`src/rtl/cwp_pkg.sv`:
```
package cwp_pkg;
  localparam int WORD_W = 16;
  localparam int VAL_W  = 20;
  localparam int CNT_W  = 16;

  localparam logic [7:0] SUB_DATA = 8'h68;
  localparam logic [7:0] SUB_CTRL = 8'h6A;

  typedef enum logic [3:0] {
    S_IDLE, S_REG_HI, S_REG_RD, S_RD_HI, S_MEM_CNT,
    S_MEM_ADR, S_MEM_WLO, S_MEM_WHI, S_MEM_RD, S_STAT_RD
  } state_e;
endpackage

```
`src/rtl/cwp_fifo.sv`:
```
module cwp_fifo #(
  parameter int W     = 16,
  parameter int DEPTH = 8
) (
  input  logic         clk_i,
  input  logic         rst_ni,
  input  logic         clr_i,
  input  logic         push_i,
  input  logic [W-1:0] din_i,
  input  logic         pop_i,
  output logic [W-1:0] dout_o,
  output logic         empty_o,
  output logic         full_o,
  output logic         room2_o
);
  localparam int AW = $clog2(DEPTH);

  logic [W-1:0] mem_q [DEPTH];
  logic [AW-1:0] wp_q, rp_q;
  logic [AW:0]   cnt_q;

  function automatic logic [AW-1:0] nxt(input logic [AW-1:0] p);
    return (p == AW'(DEPTH - 1)) ? '0 : p + 1'b1;
  endfunction

  assign empty_o = (cnt_q == '0);
  assign full_o  = (cnt_q == (AW+1)'(DEPTH));
  assign room2_o = (cnt_q <= (AW+1)'(DEPTH - 2));
  assign dout_o  = mem_q[rp_q];

  always_ff @(posedge clk_i or negedge rst_ni) begin
    if (!rst_ni) begin
      wp_q <= '0; rp_q <= '0; cnt_q <= '0;
    end else if (clr_i) begin
      wp_q <= '0; rp_q <= '0; cnt_q <= '0;
    end else begin
      if (push_i) wp_q <= nxt(wp_q);
      if (pop_i)  rp_q <= nxt(rp_q);
      cnt_q <= cnt_q + (AW+1)'(push_i) - (AW+1)'(pop_i);
    end
  end

  always_ff @(posedge clk_i) if (push_i) mem_q[wp_q] <= din_i;

  assert_no_overflow_R5: assert property (@(posedge clk_i) disable iff (!rst_ni)
    push_i |-> (!full_o || pop_i));
  assert_no_underflow_R7: assert property (@(posedge clk_i) disable iff (!rst_ni)
    pop_i |-> !empty_o);
endmodule

```
`src/rtl/cwp_ctrl.sv`:
```
module cwp_ctrl (
  input  logic       clk_i,
  input  logic       rst_ni,
  input  logic       wr_i,
  input  logic       rst_bit_i,
  input  logic [3:0] task_i,
  output logic       sw_reset_o,
  output logic [3:0] task_o
);
  always_ff @(posedge clk_i or negedge rst_ni) begin
    if (!rst_ni) begin
      sw_reset_o <= 1'b0;
      task_o     <= '0;
    end else begin
      sw_reset_o <= wr_i && rst_bit_i;
      if (wr_i) task_o <= task_i;
    end
  end
endmodule

```
`src/rtl/cwp_parser.sv`:
```
module cwp_parser import cwp_pkg::*; #(
  parameter int REG_AW  = 8,
  parameter int MEM_AW  = 11,
  parameter int STAT_AW = 6
) (
  input  logic                clk_i,
  input  logic                rst_ni,
  input  logic                soft_rst_i,
  input  logic                word_v_i,
  input  logic [WORD_W-1:0]   word_i,
  input  logic                room2_i,
  input  logic                not_full_i,
  output logic                push_o,
  output logic [WORD_W-1:0]   push_word_o,
  output logic                run_o,
  output logic                reg_we_o,
  output logic                reg_re_o,
  output logic [REG_AW-1:0]   reg_addr_o,
  output logic [VAL_W-1:0]    reg_wdata_o,
  input  logic [VAL_W-1:0]    reg_rdata_i,
  output logic                mem_we_o,
  output logic                mem_re_o,
  output logic                mem_bank_o,
  output logic [MEM_AW-1:0]   mem_addr_o,
  output logic [VAL_W-1:0]    mem_wdata_o,
  input  logic [VAL_W-1:0]    mem_rdata_i,
  output logic                stat_re_o,
  output logic [STAT_AW-1:0]  stat_addr_o,
  input  logic [WORD_W-1:0]   stat_rdata_i,
  output logic                err_o
);
  localparam int HI_W = VAL_W - WORD_W;
  localparam logic [MEM_AW-1:0] MEM_LAST = '1;

  state_e state_q, state_d;
  logic [REG_AW-1:0]  reg_q, reg_d;
  logic [WORD_W-1:0]  lo_q, lo_d;
  logic [HI_W-1:0]    hi_q, hi_d;
  logic [MEM_AW-1:0]  addr_q, addr_d;
  logic [STAT_AW-1:0] off_q, off_d;
  logic [CNT_W-1:0]   cnt_q, cnt_d;
  logic bank_q, bank_d, wr_q, wr_d, last_q, last_d, err_q, err_set;
  logic [3:0] op;

  assign op          = word_i[15:12];
  assign reg_addr_o  = reg_q;
  assign reg_wdata_o = {word_i, lo_q[HI_W-1:0]};
  assign mem_bank_o  = bank_q;
  assign mem_addr_o  = addr_q;
  assign mem_wdata_o = {word_i[HI_W-1:0], lo_q};
  assign stat_addr_o = off_q;
  assign err_o       = err_q;

  always_comb begin
    state_d = state_q; reg_d = reg_q; lo_d = lo_q; hi_d = hi_q;
    addr_d = addr_q; off_d = off_q; cnt_d = cnt_q;
    bank_d = bank_q; wr_d = wr_q; last_d = last_q; err_set = 1'b0;
    push_o = 1'b0; push_word_o = '0; run_o = 1'b0;
    reg_we_o = 1'b0; reg_re_o = 1'b0; mem_we_o = 1'b0; mem_re_o = 1'b0;
    stat_re_o = 1'b0;
    case (state_q)
      S_IDLE: if (word_v_i) begin
        case (op)
          4'h0, 4'h1: run_o = 1'b1;
          4'h3: begin
            off_d   = word_i[6 +: STAT_AW];
            cnt_d   = CNT_W'(word_i[5:0]);
            state_d = (word_i[5:0] == '0) ? S_IDLE : S_STAT_RD;
          end
          4'h9: begin
            reg_d = word_i[4 +: REG_AW]; lo_d = word_i; state_d = S_REG_HI;
          end
          4'hD: begin
            reg_d = word_i[4 +: REG_AW]; state_d = S_REG_RD;
          end
          4'hA, 4'hB, 4'hE, 4'hF: begin
            bank_d = word_i[12]; wr_d = !word_i[14]; state_d = S_MEM_CNT;
          end
          default: err_set = 1'b1;
        endcase
      end
      S_REG_HI: if (word_v_i) begin
        reg_we_o = 1'b1; state_d = S_IDLE;
      end
      S_REG_RD: if (room2_i) begin
        reg_re_o = 1'b1; push_o = 1'b1; push_word_o = reg_rdata_i[WORD_W-1:0];
        hi_d = reg_rdata_i[VAL_W-1:WORD_W]; last_d = 1'b1; state_d = S_RD_HI;
      end
      S_RD_HI: begin
        push_o = 1'b1; push_word_o = WORD_W'(hi_q);
        state_d = last_q ? S_IDLE : S_MEM_RD;
      end
      S_MEM_CNT: if (word_v_i) begin
        cnt_d = word_i; state_d = S_MEM_ADR;
      end
      S_MEM_ADR: if (word_v_i) begin
        addr_d  = word_i[MEM_AW-1:0];
        state_d = (cnt_q == '0) ? S_IDLE : (wr_q ? S_MEM_WLO : S_MEM_RD);
      end
      S_MEM_WLO: if (word_v_i) begin
        lo_d = word_i; state_d = S_MEM_WHI;
      end
      S_MEM_WHI: if (word_v_i) begin
        mem_we_o = 1'b1;
        addr_d = addr_q + 1'b1; cnt_d = cnt_q - 1'b1;
        if (addr_q == MEM_LAST && cnt_q != CNT_W'(1)) err_set = 1'b1;
        state_d = (cnt_q == CNT_W'(1)) ? S_IDLE : S_MEM_WLO;
      end
      S_MEM_RD: if (room2_i) begin
        mem_re_o = 1'b1; push_o = 1'b1; push_word_o = mem_rdata_i[WORD_W-1:0];
        hi_d = mem_rdata_i[VAL_W-1:WORD_W];
        addr_d = addr_q + 1'b1; cnt_d = cnt_q - 1'b1;
        if (addr_q == MEM_LAST && cnt_q != CNT_W'(1)) err_set = 1'b1;
        last_d = (cnt_q == CNT_W'(1)); state_d = S_RD_HI;
      end
      S_STAT_RD: if (not_full_i) begin
        stat_re_o = 1'b1; push_o = 1'b1; push_word_o = stat_rdata_i;
        off_d = off_q + 1'b1; cnt_d = cnt_q - 1'b1;
        state_d = (cnt_q == CNT_W'(1)) ? S_IDLE : S_STAT_RD;
      end
      default: state_d = S_IDLE;
    endcase
  end

  always_ff @(posedge clk_i or negedge rst_ni) begin
    if (!rst_ni) begin
      state_q <= S_IDLE; reg_q <= '0; lo_q <= '0; hi_q <= '0; addr_q <= '0;
      off_q <= '0; cnt_q <= '0; bank_q <= 1'b0; wr_q <= 1'b0; last_q <= 1'b0;
      err_q <= 1'b0;
    end else if (soft_rst_i) begin
      state_q <= S_IDLE; err_q <= 1'b0;
    end else begin
      state_q <= state_d; reg_q <= reg_d; lo_q <= lo_d; hi_q <= hi_d;
      addr_q <= addr_d; off_q <= off_d; cnt_q <= cnt_d; bank_q <= bank_d;
      wr_q <= wr_d; last_q <= last_d; err_q <= err_q | err_set;
    end
  end

  assert_one_access_R4: assert property (@(posedge clk_i) disable iff (!rst_ni)
    $onehot0({run_o, reg_we_o, reg_re_o, mem_we_o, mem_re_o, stat_re_o}));
  assert_err_sticky_R8: assert property (@(posedge clk_i) disable iff (!rst_ni)
    (err_o && !soft_rst_i) |=> err_o);
  assert_wrap_err_R9: assert property (@(posedge clk_i) disable iff (!rst_ni)
    ((mem_we_o || mem_re_o) && mem_addr_o == MEM_LAST && cnt_q != CNT_W'(1)
     && !soft_rst_i) |=> (err_o && mem_addr_o == '0));
endmodule

```
`src/rtl/cmd_word_parser.sv`:
```
module cmd_word_parser import cwp_pkg::*; #(
  parameter int REG_AW     = 8,
  parameter int MEM_AW     = 11,
  parameter int STAT_AW    = 6,
  parameter int FIFO_DEPTH = 8
) (
  input  logic               clk_i,
  input  logic               rst_ni,
  input  logic               wr_valid_i,
  input  logic [7:0]         wr_sub_i,
  input  logic [15:0]        wr_word_i,
  input  logic               rd_req_i,
  output logic [15:0]        rd_word_o,
  input  logic [15:0]        frame_count_i,
  output logic               run_o,
  output logic [15:0]        run_addr_o,
  output logic               reg_we_o,
  output logic               reg_re_o,
  output logic [REG_AW-1:0]  reg_addr_o,
  output logic [19:0]        reg_wdata_o,
  input  logic [19:0]        reg_rdata_i,
  output logic               mem_we_o,
  output logic               mem_re_o,
  output logic               mem_bank_o,
  output logic [MEM_AW-1:0]  mem_addr_o,
  output logic [19:0]        mem_wdata_o,
  input  logic [19:0]        mem_rdata_i,
  output logic               stat_re_o,
  output logic [STAT_AW-1:0] stat_addr_o,
  input  logic [15:0]        stat_rdata_i,
  output logic               sw_reset_o,
  output logic [3:0]         task_o,
  output logic               err_o
);
  logic data_v, ctrl_v, push, pop, empty, full, room2;
  logic [WORD_W-1:0] push_word, head;

  assign data_v     = wr_valid_i && (wr_sub_i == SUB_DATA);
  assign ctrl_v     = wr_valid_i && (wr_sub_i == SUB_CTRL);
  assign run_addr_o = wr_word_i;
  assign pop        = rd_req_i && !empty;
  assign rd_word_o  = empty ? frame_count_i : head;

  cwp_ctrl u_ctrl (
    .clk_i, .rst_ni, .wr_i(ctrl_v), .rst_bit_i(wr_word_i[8]),
    .task_i(wr_word_i[3:0]), .sw_reset_o, .task_o
  );

  cwp_fifo #(.W(WORD_W), .DEPTH(FIFO_DEPTH)) u_fifo (
    .clk_i, .rst_ni, .clr_i(sw_reset_o), .push_i(push), .din_i(push_word),
    .pop_i(pop), .dout_o(head), .empty_o(empty), .full_o(full), .room2_o(room2)
  );

  cwp_parser #(.REG_AW(REG_AW), .MEM_AW(MEM_AW), .STAT_AW(STAT_AW)) u_parser (
    .clk_i, .rst_ni, .soft_rst_i(sw_reset_o), .word_v_i(data_v), .word_i(wr_word_i),
    .room2_i(room2), .not_full_i(!full), .push_o(push), .push_word_o(push_word),
    .run_o, .reg_we_o, .reg_re_o, .reg_addr_o, .reg_wdata_o, .reg_rdata_i,
    .mem_we_o, .mem_re_o, .mem_bank_o, .mem_addr_o, .mem_wdata_o, .mem_rdata_i,
    .stat_re_o, .stat_addr_o, .stat_rdata_i, .err_o
  );

  assert_flush_R10: assert property (@(posedge clk_i) disable iff (!rst_ni)
    sw_reset_o |=> (empty && !err_o));
endmodule

```
`config.mk`:
```
export PLATFORM = sky130hd
export DESIGN_NAME = cmd_word_parser
export DESIGN_NICKNAME = d
export VERILOG_FILES = /design/src/rtl/cwp_pkg.sv /design/src/rtl/cwp_fifo.sv /design/src/rtl/cwp_ctrl.sv /design/src/rtl/cwp_parser.sv /design/src/rtl/cmd_word_parser.sv
export SDC_FILE = /design/constraint.sdc
export NUM_CORES = 1
export LEC_CHECK = 0
export BUFFER_PORTS_ARGS = -buffer_cell sky130_fd_sc_hd__clkbuf_2
export CAP_MARGIN = 10
export CORE_MARGIN = 5
export CORE_UTILIZATION = 31
export DETAILED_ROUTE_END_ITERATION = 8
export GPL_TIMING_DRIVEN = 0
export HOLD_SLACK_MARGIN = 0.02
export SLEW_MARGIN = 20
export SYNTH_ARGS = -nofsm -noshare
export SYNTH_HDL_FRONTEND = slang
export SYNTH_SLANG_ARGS = --single-unit
```
`constraint.sdc`:
```
create_clock -name clk_i -period 7.5 [get_ports clk_i]
set_input_delay 0.75 -clock clk_i [delete_from_list [all_inputs] [get_ports clk_i]]
set_output_delay 0.75 -clock clk_i [all_outputs]
set_load 0.02 [all_outputs]
```
==> key figures, run 1 <==
Run status
  – Status: finished clean

Clocking
  – CTS tree: done
  – Post-CTS setup buffer count: 0
  – # hold bufs at CTS: 0
  – Post-CTS Resized: 0
  – Clock Path Buffers: 3
  – Total CTS buffers: 24
  – Clock sink count: 212
  – Root buf cell: clkbuf_16
  – Htree depth: 1
  – Clock transition at the registers of the reported paths: ~0.06 ns
  – Worst-skew pair later-pin latency: about 0.52 ns

Timing
  – Hold WS: just under 0.3 ns
  – Slew Limit Fails: 0
  – Slew HR: 0.1615
  – Final TNS setup: 0 ns
  – Clock Skews: 0.007728 ns
  – Final Setup Violations: 0
  – Fmax: between 200 and 300 MHz
  – Final Hold Fails: 0
  – Final period utilization: 0.5318
  – Fin crit period: roughly 4 ns
  – Worst-Margin Slew: roughly 1.2 ns
  – RSZ-0062 raised after global routing: false

GRT
  – Largest net degree at the start of global routing: 85
  – GRT Util Overall: 0.1549
  – Vias in the first global route: between 7,000 and 8,000
  – Initial antenna violation count: 0
  – Global route overflow: 0
  – First-pass GRT wire length: ~47,000 µm

Logic synthesis
  – EDFF count, synth: between 100 and 150
  – Syn Inst Count: 820
  – Warnings, synthesis: 0
  – Largest family of logic cells by synthesized area: multiplexers
  – FFs w/ async S/R, synth: 0.3962
  – Post-synthesis cell type count: approximately 70
  – Mux share of post-synthesis cell area: 0.1268
  – Xor and xnor area share after synthesis: 0.002505
  – Simple-Gate Fraction of Synth Area: 0.1121
  – Synth Area in Adders: 0.02099
  – Sequential cell area fraction in the yosys report: 0.5668
  – Post-synth top area share: 0.3664
  – Main synth FF type: edfxtp_1
  – Dominant cell type by area after synthesis: edfxtp_1
  – Number of synthesized register bits: roughly 210
  – Synthesized Nets: about 940
  – Post-synthesis compound-gate area fraction: 0.1079
  – Average cell area after synthesis: ~13 µm²
  – Mapped Area: roughly 10,000 µm²
  – Synth area leaders: edfxtp_1, dfrtp_1, mux4_2

Layout
  – Commonest non-fill, non-tap cell in the layout: clkbuf_2
  – Layout cells sized above 1: 0.3770
  – Most frequent cells in the layout: clkbuf_2, edfxtp_1, dfrtp_1
  – Layout overhead on the synthesized area: 23.88%
  – Finished Cell Area: 13,000 µm²
  – Post-layout net count: 1,184
  – Fillcell total: roughly 3,200
  – ANT cells: 0

Worst setup path
  – Max incr delay on CP: ~0.9 ns
  – Worst-path maximum fanout: 10
  – Crit path from: u_parser.state_q[0]$_DFFE_PN0P_
  – CP most frequent cell: buf_2
  – Data arrival, critical path: ~3.2 ns
  – Crit-path leading delay family: simple AND/OR/NAND/NOR gates
  – RR Startpoint: u_parser.state_q[0]$_DFFE_PN0P_
  – CP Cell Sequence: buf_6, nor4b_4, and3_1, buf_2, buf_2, clkbuf_2
  – Crit path buf inv count: 4
  – Critical-path cell with the highest stage delay: nor4b_4
  – Worst path depth: 6
  – Crit Path Category: reg2out
  – Required time worst endpoint: ~6.8 ns
  – Worst Setup End Kind: output port
  – Reg2Reg Depth: 7
  – Critical path startpoint category: register

Route
  – DRC Markers: 0
  – Final WL: 30,300 µm
  – TritonRoute pass-1 iters: 5
  – Final antenna-violating net count: 0
  – Via count: 7,704
  – Average vias per placed instance: roughly 5
  – Number of DRC markers in iteration 0: between 500 and 600
  – Post-detailed-route wirelength per cell: between 15 and 20 µm

Place
  – GPL Wtd Cong: roughly 0.86
  – Port Buf Inserts: approximately 210
  – Area post-placement: approximately 12,000 µm²
  – DP HPWL: ~22,000 µm

Power
  – Tot Pwr: between 4000 and 5000 µW
  – Power Dens Cells: 371.2 nW/µm²
  – Pleak: roughly 0.0054 µW
  – Worst vdd ir: approximately 0.00018 V

Die
  – Die height: a little under 200 µm
  – Die area: roughly 38,000 µm²
  – Top Ports: 210
  – Core ar.: 33,450 µm²
  – Die X: ~190 µm
  – Initial core utilization: 0.3136
  – FP Rows: 67

Job
  – Max Cap Violations: 0

Worst hold path
  – Hold WC Path Type: in2async
-- worst register-to-register path: cells and delay by family (launching register included) --
| kind | cells | cell delay (ns) |
|---|---|---|
| flip-flops | 1 | 0.37 |
| AND/OR/NAND/NOR | 4 | 1.65 |
| buffers and inverters | 3 | 0.87 |
-- power breakdown --
group	internal, µW	switching [µW]	leakage [µW]
clock	619	462	0.000358
combinational	782	1260	0.00279
sequential	1530	170	0.00227
total	2930	1900	0.00542
-- cell type report --
| type | count | area [µm²] | share of cell area |
|---|---|---|---|
| multi-input cells | 489 | 3920 | 0.3017 |
| inverters | 33 | 123.9 | 0.009532 |
| flip-flops and latches | 212 | 5946 | 0.4575 |
| clock buffers | 27 | 611.8 | 0.04708 |
| repair buffers | 221 | 1187 | 0.09137 |
| clock inverters | 17 | 110.1 | 0.008473 |
| well taps | 448 | 560.5 | 0.04313 |
| plain buffers | 86 | 535.5 | 0.04121 |
-- state kept, by name (all words and copies together) (netlist names), 4 cells and up --
name / cells
u_fifo.cnt_q: 4
u_parser.state_q: 4
u_parser.reg_addr_o: 8
u_parser.lo_q: 16
u_parser.stat_addr_o: 6
u_parser.hi_q: 4
u_ctrl.task_o: 4
u_parser.cnt_q: 16
u_parser.mem_addr_o: 11
u_fifo.mem_q: 128
-- layer usage --
| layer | vias to the layer above | global-route usage | routed length, µm |
|---|---|---|---|
| li1 | 3600 | - | - |
| met4 | 0 | 0.02786 | 495 |
| met3 | 36 | 0.03406 | 2061 |
| met2 | 309 | 0.2660 | 14630 |
| met5 | - | 0 | 0 |
| met1 | 3759 | 0.2050 | 13100 |
-- metrics by stage --
stage / setup WS, ns / cells / util
floorplan: 4.384 / 820 / -
detailed placement: 3.960 / 1489 / 0.3669
finish: 3.511 / 1533 / 0.3885
CTS: 3.403 / 1533 / 0.3885
global route: 3.344 / 1533 / 0.3885
global placement: 3.164 / 1475 / 0.3614
-- cell usage after synthesis (3+ instances only) --
| cell | number |
|---|---|
| a32oi_1 | 5 |
| mux2_2 | 31 |
| inv_1 | 33 |
| nand2b_1 | 9 |
| clkbuf_1 | 17 |
| buf_2 | 22 |
| nand3_1 | 28 |
| o22ai_1 | 3 |
| o21a_1 | 3 |
| nor2b_1 | 4 |
| o32ai_1 | 5 |
| mux2i_1 | 26 |
| nand2_1 | 63 |
| ha_1 | 16 |
| mux4_2 | 32 |
| buf_6 | 4 |
| buf_4 | 41 |
| nand4_1 | 8 |
| nor3_1 | 15 |
| a222oi_1 | 16 |
| a31o_2 | 3 |
| o31ai_1 | 5 |
| o21ai_0 | 47 |
| and3_1 | 5 |
| a22oi_1 | 6 |
| a21oi_1 | 37 |
| nand4b_1 | 4 |
| a31oi_1 | 6 |
| nor3b_1 | 10 |
| edfxtp_1 | 128 |
| dfrtp_1 | 84 |
| xnor2_1 | 3 |
| nor4_1 | 11 |
| nor2_1 | 33 |
| o2bb2ai_1 | 11 |
-- path summary, 6_finish.rpt --
| path | to | slack [ns] |
|---|---|---|
| worst min register to register | u_parser.hi_q[2]$_DFFE_PN0P_ | 0.49 |
| worst max-delay path | mem_re_o | 3.51 |
| worst min-delay path | u_parser.lo_q[14]$_DFFE_PN0P_ | 0.29 |
| worst max register to register | u_fifo.mem_q[4][0]$_DFFE_PP_ | 4.40 |
| min in group clk_i | u_parser.hi_q[2]$_DFFE_PN0P_ | 0.49 |
| max in group asynchronous | u_parser.stat_addr_o[4]$_DFFE_PN0P_ | 6.70 |
-- kinds of logic (layout without fill, tap and decap cells) --
kind of cell | Yosys count | in the layout
mux | 89 | 89
fa+ha+maj | 17 | 17
buf+inv | 119 | 384
simple gates | 215 | 215
xor+xnor | 3 | 3
flops | 212 | 212
compound gates | 165 | 165
No activity file was read; power rests on OpenSTA's default activity.
==> inputs of run 2 (changes only) <==
Clock period 7.5 ns to 4 ns, I/O delays scaled along.
==> key figures, run 2 (synthesized netlist as in run 1, its figures left out) <==
Job
  – Max Cap Violations: 0

Place
  – GPL Wtd Cong: between 0.8 and 0.9
  – Port Buf Inserts: 207
  – DP HPWL: 22,490 µm
  – Area post-placement: between 10,000 and 15,000 µm²

Layout
  – Max FFs per register: about 130
  – Post-layout net count: between 1,000 and 1,500
  – Biggest register: u_fifo.mem_q
  – Layout cells sized above 1: 0.3766
  – ANT cells: 0
  – Fillcell total: approximately 3,200
  – Most frequent cells in the layout: clkbuf_2, edfxtp_1, dfrtp_1
  – Fin util: 0.3888
  – Finished Cell Area: 13,010 µm²
  – Largest regs: u_fifo.mem_q x128, u_parser.cnt_q x16, u_parser.lo_q x16
  – Commonest non-fill, non-tap cell in the layout: clkbuf_2
  – Layout overhead on the synthesized area: 23.97%

Clocking
  – Htree depth: 1
  – Clock sink count: 212
  – Root buf cell: clkbuf_16
  – CTS tree: done
  – Total CTS buffers: 24
  – Worst-skew pair later-pin latency: about 0.52 ns
  – Clock transition at the registers of the reported paths: roughly 0.060 ns
  – Clock Path Buffers: 3

Worst setup path
  – Worst Setup End Kind: output port
  – Crit Path Category: reg2out
  – Data arrival, critical path: about 3.2 ns
  – Critical path startpoint category: register
  – Worst-path maximum fanout: 10
  – CP Cell Sequence: buf_6, nor4b_4, and3_1, buf_2, buf_2, clkbuf_2
  – Reg2Reg Depth: 7
  – CP most frequent cell: buf_2
  – Max incr delay on CP: ~0.87 ns
  – Required time worst endpoint: ~3.6 ns
  – Register-to-Register Setup Slack: around 0.90 ns
  – Critical-path cell with the highest stage delay: nor4b_4

Route
  – DRC Markers: 0
  – Average vias per placed instance: slightly above 5
  – Via count: just under 8,000
  – Post-detailed-route wirelength per cell: approximately 20 µm
  – Number of DRC markers in iteration 0: between 500 and 600
  – TritonRoute pass-1 iters: 5
  – Final antenna-violating net count: 0
  – Final WL: about 30,000 µm

Power
  – Worst vdd ir: 0.0003424 V
  – Reg power frac: 0.351
  – NetSw: about 3600 µW
  – Power share of the combinational group: 0.424
  – Pleak: between 0.005 and 0.006 µW
  – Switching part of the total: 0.3932
  – Power Internal: about 5500 µW
  – Power Dens Cells: 695.4 nW/µm²
  – Clk pwr share: 0.224

Die
  – Core ar.: approximately 33,000 µm²
  – Initial core utilization: 0.3136
  – Die area: approximately 38,000 µm²
  – Die X: 194.0 µm
  – Top Ports: 210
  – Die height: approximately 190 µm
  – FP Rows: 67

Timing
  – Clock Skews: about 0.0094 ns
  – Fmax: 275.4 MHz
  – RSZ-0062 raised after global routing: false
  – Fin crit period: between 3 and 4 ns
  – Final Setup Violations: 0
  – Slew Limit Fails: 0
  – Final Hold Fails: 0
  – Worst-Margin Slew: between 1 and 1.5 ns
  – Slew HR: 0.1524
  – Final period utilization: 0.9078

GRT
  – Global route overflow: 0
  – GRT Util Overall: 0.1550
  – Initial antenna violation count: 0
  – Largest net degree at the start of global routing: 85
  – Vias in the first global route: 7,837
  – First-pass GRT wire length: approximately 47,000 µm

Worst hold path
  – Hold WC Path Type: in2reg
  – Min-Delay Path Depth: 3

Run status
  – Status: finished clean
[run 2: path summary, 6_finish.rpt]
| path | endpoint | start |
|---|---|---|
| min in group asynchronous | u_parser.lo_q[14]$_DFFE_PN0P_ | rst_ni |
| max reg2reg | u_fifo.mem_q[3][0]$_DFFE_PP_ | u_parser.state_q[0]$_DFFE_PN0P_ |
| max in group asynchronous | u_parser.stat_addr_o[4]$_DFFE_PN0P_ | rst_ni |
| min | u_fifo.rp_q[2]$_DFFE_PN0P_ | rd_req_i |
| max | mem_re_o | u_parser.state_q[0]$_DFFE_PN0P_ |
| min reg2reg | u_parser.hi_q[2]$_DFFE_PN0P_ | u_parser.hi_q[2]$_DFFE_PN0P_ |
[run 2: power groups by stage]
stage | clock [µW] | combinational, µW | sequential, µW
after floorplan | 0 | 2570 | 3220
after global routing | 2180 | 4220 | 3230
after global placement | 0 | 3760 | 3210
after CTS | 2080 | 3870 | 3180
final | 2030 | 3840 | 3180
after detailed placement | 0 | 3860 | 3220
[run 2: stage by stage]
stage,worst slack [ns],hold WS [ns],TNS (ns),cells,total power (µW)
floorplan,0.8845,0.1044,0,820,5795
global placement,-0.3357,0.4709,-19.44,1475,6962
detailed placement,0.8064,0.4771,0,1489,7074
CTS,0.2531,0.1400,0,1534,9125
global route,0.1943,0.1648,0,1534,9624
finish,0.3690,0.1565,0,1534,9043
[run 2: repair_timing]
action / 4_1_cts / 5_1_grt
gates resized for setup: 0 / 0
hold buffers: 1 / 0
hold endpoints to repair: 84 / 0
buffers inserted: 0 / 0
[run 2: critical path, delay by kind of cell (launching register included)]
family / cells / cell delay [ns]
buf+inv: 4 / 1.09
simple gates: 2 / 1.24
flops: 1 / 0.37
[run 2: cell type report]
class / instances / area, µm² / area share
multi-input combinational: 489 / 3920 / 0.3014
tap: 448 / 560.5 / 0.04310
clock buffer: 27 / 611.8 / 0.04705
buffer: 86 / 535.5 / 0.04118
clock inverter: 17 / 110.1 / 0.008466
sequential: 212 / 5946 / 0.4572
inverter: 33 / 123.9 / 0.009525
timing repair buffer: 222 / 1197 / 0.09207
[run 2: routing by layer]
layer  routed length (µm)  up-vias  part of all wire  GRT usage
met5                    0        -                 0          0
met4                  495        0             0.016    0.02786
met3                 2093       37             0.069    0.03406
met2                14680      326              0.48     0.2663
met1                13040     3761              0.43     0.2051
li1                     -     3607                 -          -
==> inputs of run 3 (changes only) <==
Settings changed: ABC_AREA set to 1.
==> key figures, run 3 <==
GRT
  – Largest net degree at the start of global routing: 85
  – First-pass GRT wire length: 52,500 µm
  – GRT Util Overall: 0.1698
  – Global route overflow: 0
  – Vias in the first global route: between 9,000 and 10,000
  – Initial antenna violation count: 0

Clocking
  – Clock transition at the registers of the reported paths: 0.06 ns
  – Total CTS buffers: 24
  – Htree depth: 1
  – Root buf cell: clkbuf_16
  – Clock Path Buffers: 3
  – Clock sink count: roughly 210
  – CTS tree: done
  – Worst-skew pair later-pin latency: between 0.5 and 0.6 ns

Place
  – Port Buf Inserts: 209
  – Area post-placement: roughly 12,000 µm²
  – GPL Wtd Cong: around 0.9
  – Dpl cells: around 1,900
  – DP HPWL: roughly 24,000 µm

Logic synthesis
  – Simple-Gate Fraction of Synth Area: 0.2309
  – Post-synthesis cell type count: 38
  – FFs w/ async S/R, synth: 0.3962
  – Synth top cells by count: nand2_1, nor2_1, o21ai_0
  – Number of synthesized register bits: about 210
  – Synth area leaders: edfxtp_1, dfrtp_1, nand2_1
  – Warnings, synthesis: 0
  – Mapped Area: roughly 11,000 µm²
  – Synthesized Nets: 1,354
  – Main synth FF type: edfxtp_1
  – Largest family of logic cells by synthesized area: simple AND/OR/NAND/NOR gates
  – Post-synth top area share: 0.3541
  – Sequential cell area fraction in the yosys report: 0.5477
  – Post-synthesis compound-gate area fraction: 0.1105
  – Mux share of post-synthesis cell area: 0.003688
  – Syn Inst Count: around 1,200
  – Average cell area after synthesis: approximately 8.8 µm²
  – EDFF count, synth: between 100 and 150
  – Dominant cell type by area after synthesis: edfxtp_1
  – Most common cell in the synthesized netlist: nand2_1
  – Xor and xnor area share after synthesis: 0.003227
  – Synth Area in Adders: 0.02029

Die
  – Die height: 197.1 µm
  – Die area: 38,860 µm²
  – FP Rows: 68
  – Initial core utilization: 0.3143
  – Die X: slightly below 200 µm
  – Core ar.: around 35,000 µm²
  – Top Ports: between 200 and 250

Worst setup path
  – Critical path startpoint category: register
  – Data arrival, critical path: 2.87 ns
  – Register-to-Register Setup Slack: just over 0.9 ns
  – Crit Path Category: reg2out
  – Required time worst endpoint: 3.60 ns
  – RR Startpoint: u_fifo.cnt_q[2]$_DFF_PN0_
  – Reg2Reg Depth: 12
  – Worst-path maximum fanout: 10
  – Worst Setup End Kind: output port
  – Worst reg2reg endpoint: u_fifo.cnt_q[2]$_DFF_PN0_

Job
  – Max Cap Violations: 0

Layout
  – Post-layout net count: ~1,600
  – Fillcell total: 3,533
  – Layout overhead on the synthesized area: 22.91%
  – Largest regs: u_fifo.mem_q x128, u_parser.cnt_q x16, u_parser.lo_q x16
  – Final Non-Filler Cells: between 1,500 and 2,000
  – Finished Cell Area: 13,340 µm²
  – Most frequent cells in the layout: nand2_1, clkbuf_2, nor2_1
  – Max FFs per register: between 100 and 150
  – ANT cells: 0
  – Commonest non-fill, non-tap cell in the layout: nand2_1
  – Biggest register: u_fifo.mem_q
  – Layout cells sized above 1: 0.2262

Timing
  – Hold WS: approximately 0.18 ns
  – Final TNS setup: 0 ns
  – Fin crit period: between 3 and 4 ns
  – Fmax: just over 300 MHz
  – Slew HR: 0.3937
  – Final Hold Fails: 0
  – Final Setup Violations: 0
  – RSZ-0062 raised after global routing: false
  – Final period utilization: 0.8177
  – Slew Limit Fails: 0
  – Worst-Margin Slew: just over 0.9 ns
  – Clock Skews: a little under 0.009 ns

Power
  – Worst vdd ir: 0.0003250 V
  – Pleak: 0.006227 µW
  – Power Dens Cells: ~700 nW/µm²

Route
  – Final antenna-violating net count: 0
  – TritonRoute pass-1 iters: 7
  – Final WL: between 30,000 and 40,000 µm
  – DRC Markers: 0
  – Via count: 9,514
  – Post-detailed-route wirelength per cell: about 18 µm
  – Number of DRC markers in iteration 0: around 690
  – Average vias per placed instance: slightly below 5

Worst hold path
  – WHS Endpoint: u_parser.hi_q[2]$_DFFE_PN0P_
  – Min-Delay Path Depth: 3
  – Min-delay src: reg_rdata_i[18]
  – Hold WC Path Type: in2reg

Run status
  – Status: finished clean
## run 3: cell types whose count changed after synthesis, moves of 16 or more
cell / before / now
nand2_1: 63 / 325
nor2_1: 33 / 144
o21ai_0: 47 / 139
nand3_1: 28 / 98
inv_1: 33 / 94
mux4_2: 32 / 0
mux2_2: 31 / 0
a21oi_1: 37 / 8
mux2i_1: 26 / 4
o221ai_1: 0 / 20
a222oi_1: 16 / 0
## run 3: how the worst max path moves through the flow
stage	start	to	slack [ns]
final	u_fifo.cnt_q[2]$_DFF_PN0_	rd_word_o[5]	0.73
after global routing	u_fifo.cnt_q[2]$_DFF_PN0_	rd_word_o[12]	0.57
after CTS	u_fifo.cnt_q[2]$_DFF_PN0_	rd_word_o[1]	0.68
after detailed placement	u_fifo.cnt_q[2]$_DFF_PN0_	u_fifo.cnt_q[2]$_DFF_PN0_	0.92
after floorplan	u_parser.state_q[1]$_DFFE_PN0P_	u_fifo.cnt_q[2]$_DFF_PN0_	1.66
after global placement	u_fifo.cnt_q[2]$_DFF_PN0_	u_fifo.cnt_q[2]$_DFF_PN0_	0.92
## run 3: metrics by stage
step,total power [µW],utilization,setup WS (ns)
after floorplan,5663,-,1.664
after global placement,6954,0.3610,0.9228
after detailed placement,7031,0.3613,0.9157
after CTS,9419,0.3863,0.6850
after global routing,10030,0.3863,0.5675
final,9366,0.3863,0.7293
## run 3: power by group
part	switching (µW)	internal, µW	leakage [µW]
clock	923	1450	0.000410
sequential	288	2780	0.00229
combinational	2760	1170	0.00352
## run 3: what timing repair did
action	in CTS	in global routing
buffers inserted	0	0
hold buffers	1	0
hold endpoints to repair	84	0
resized for setup	0	0
## run 3: critical path, cell delays in order (launching register included)
cell	delay (ns)
dfrtp_1	0.38
inv_1	0.10
ha_1	0.15
buf_1	0.49
nand2_1	0.38
clkbuf_1	0.39
nand3_1	0.23
nand2_1	0.06
clkbuf_2	0.15
## run 3: kinds of logic after synthesis
family / Yosys count
xor gates and xnor gates: 4
muxes: 4
AOI/OAI and AO/OA: 207
buffers and inverters: 190
adders and majority gates: 17
and+or+nand+nor: 603
DFF: 212
## run 3: routing by layer
layer / vias to the layer above / routed length (µm) / track usage
li1: 4586 / - / -
met1: 4483 / 14660 / 0.2266
met2: 392 / 15880 / 0.2858
met3: 53 / 2798 / 0.03735
met4: 0 / 694 / 0.03621
met5: - / 0 / 0
## run 3: area by class of cell
class,instances,area (µm²),share of cell area
clock inverters,17,235.2,0.01763
flip-flops and latches,212,5946,0.4456
inverters,103,389.1,0.02916
repair buffers,210,1065,0.07980
clock buffers,26,618.1,0.04632
multi-input cells,835,4001,0.2999
plain buffers,87,519.2,0.03892
well taps,455,569.3,0.04267
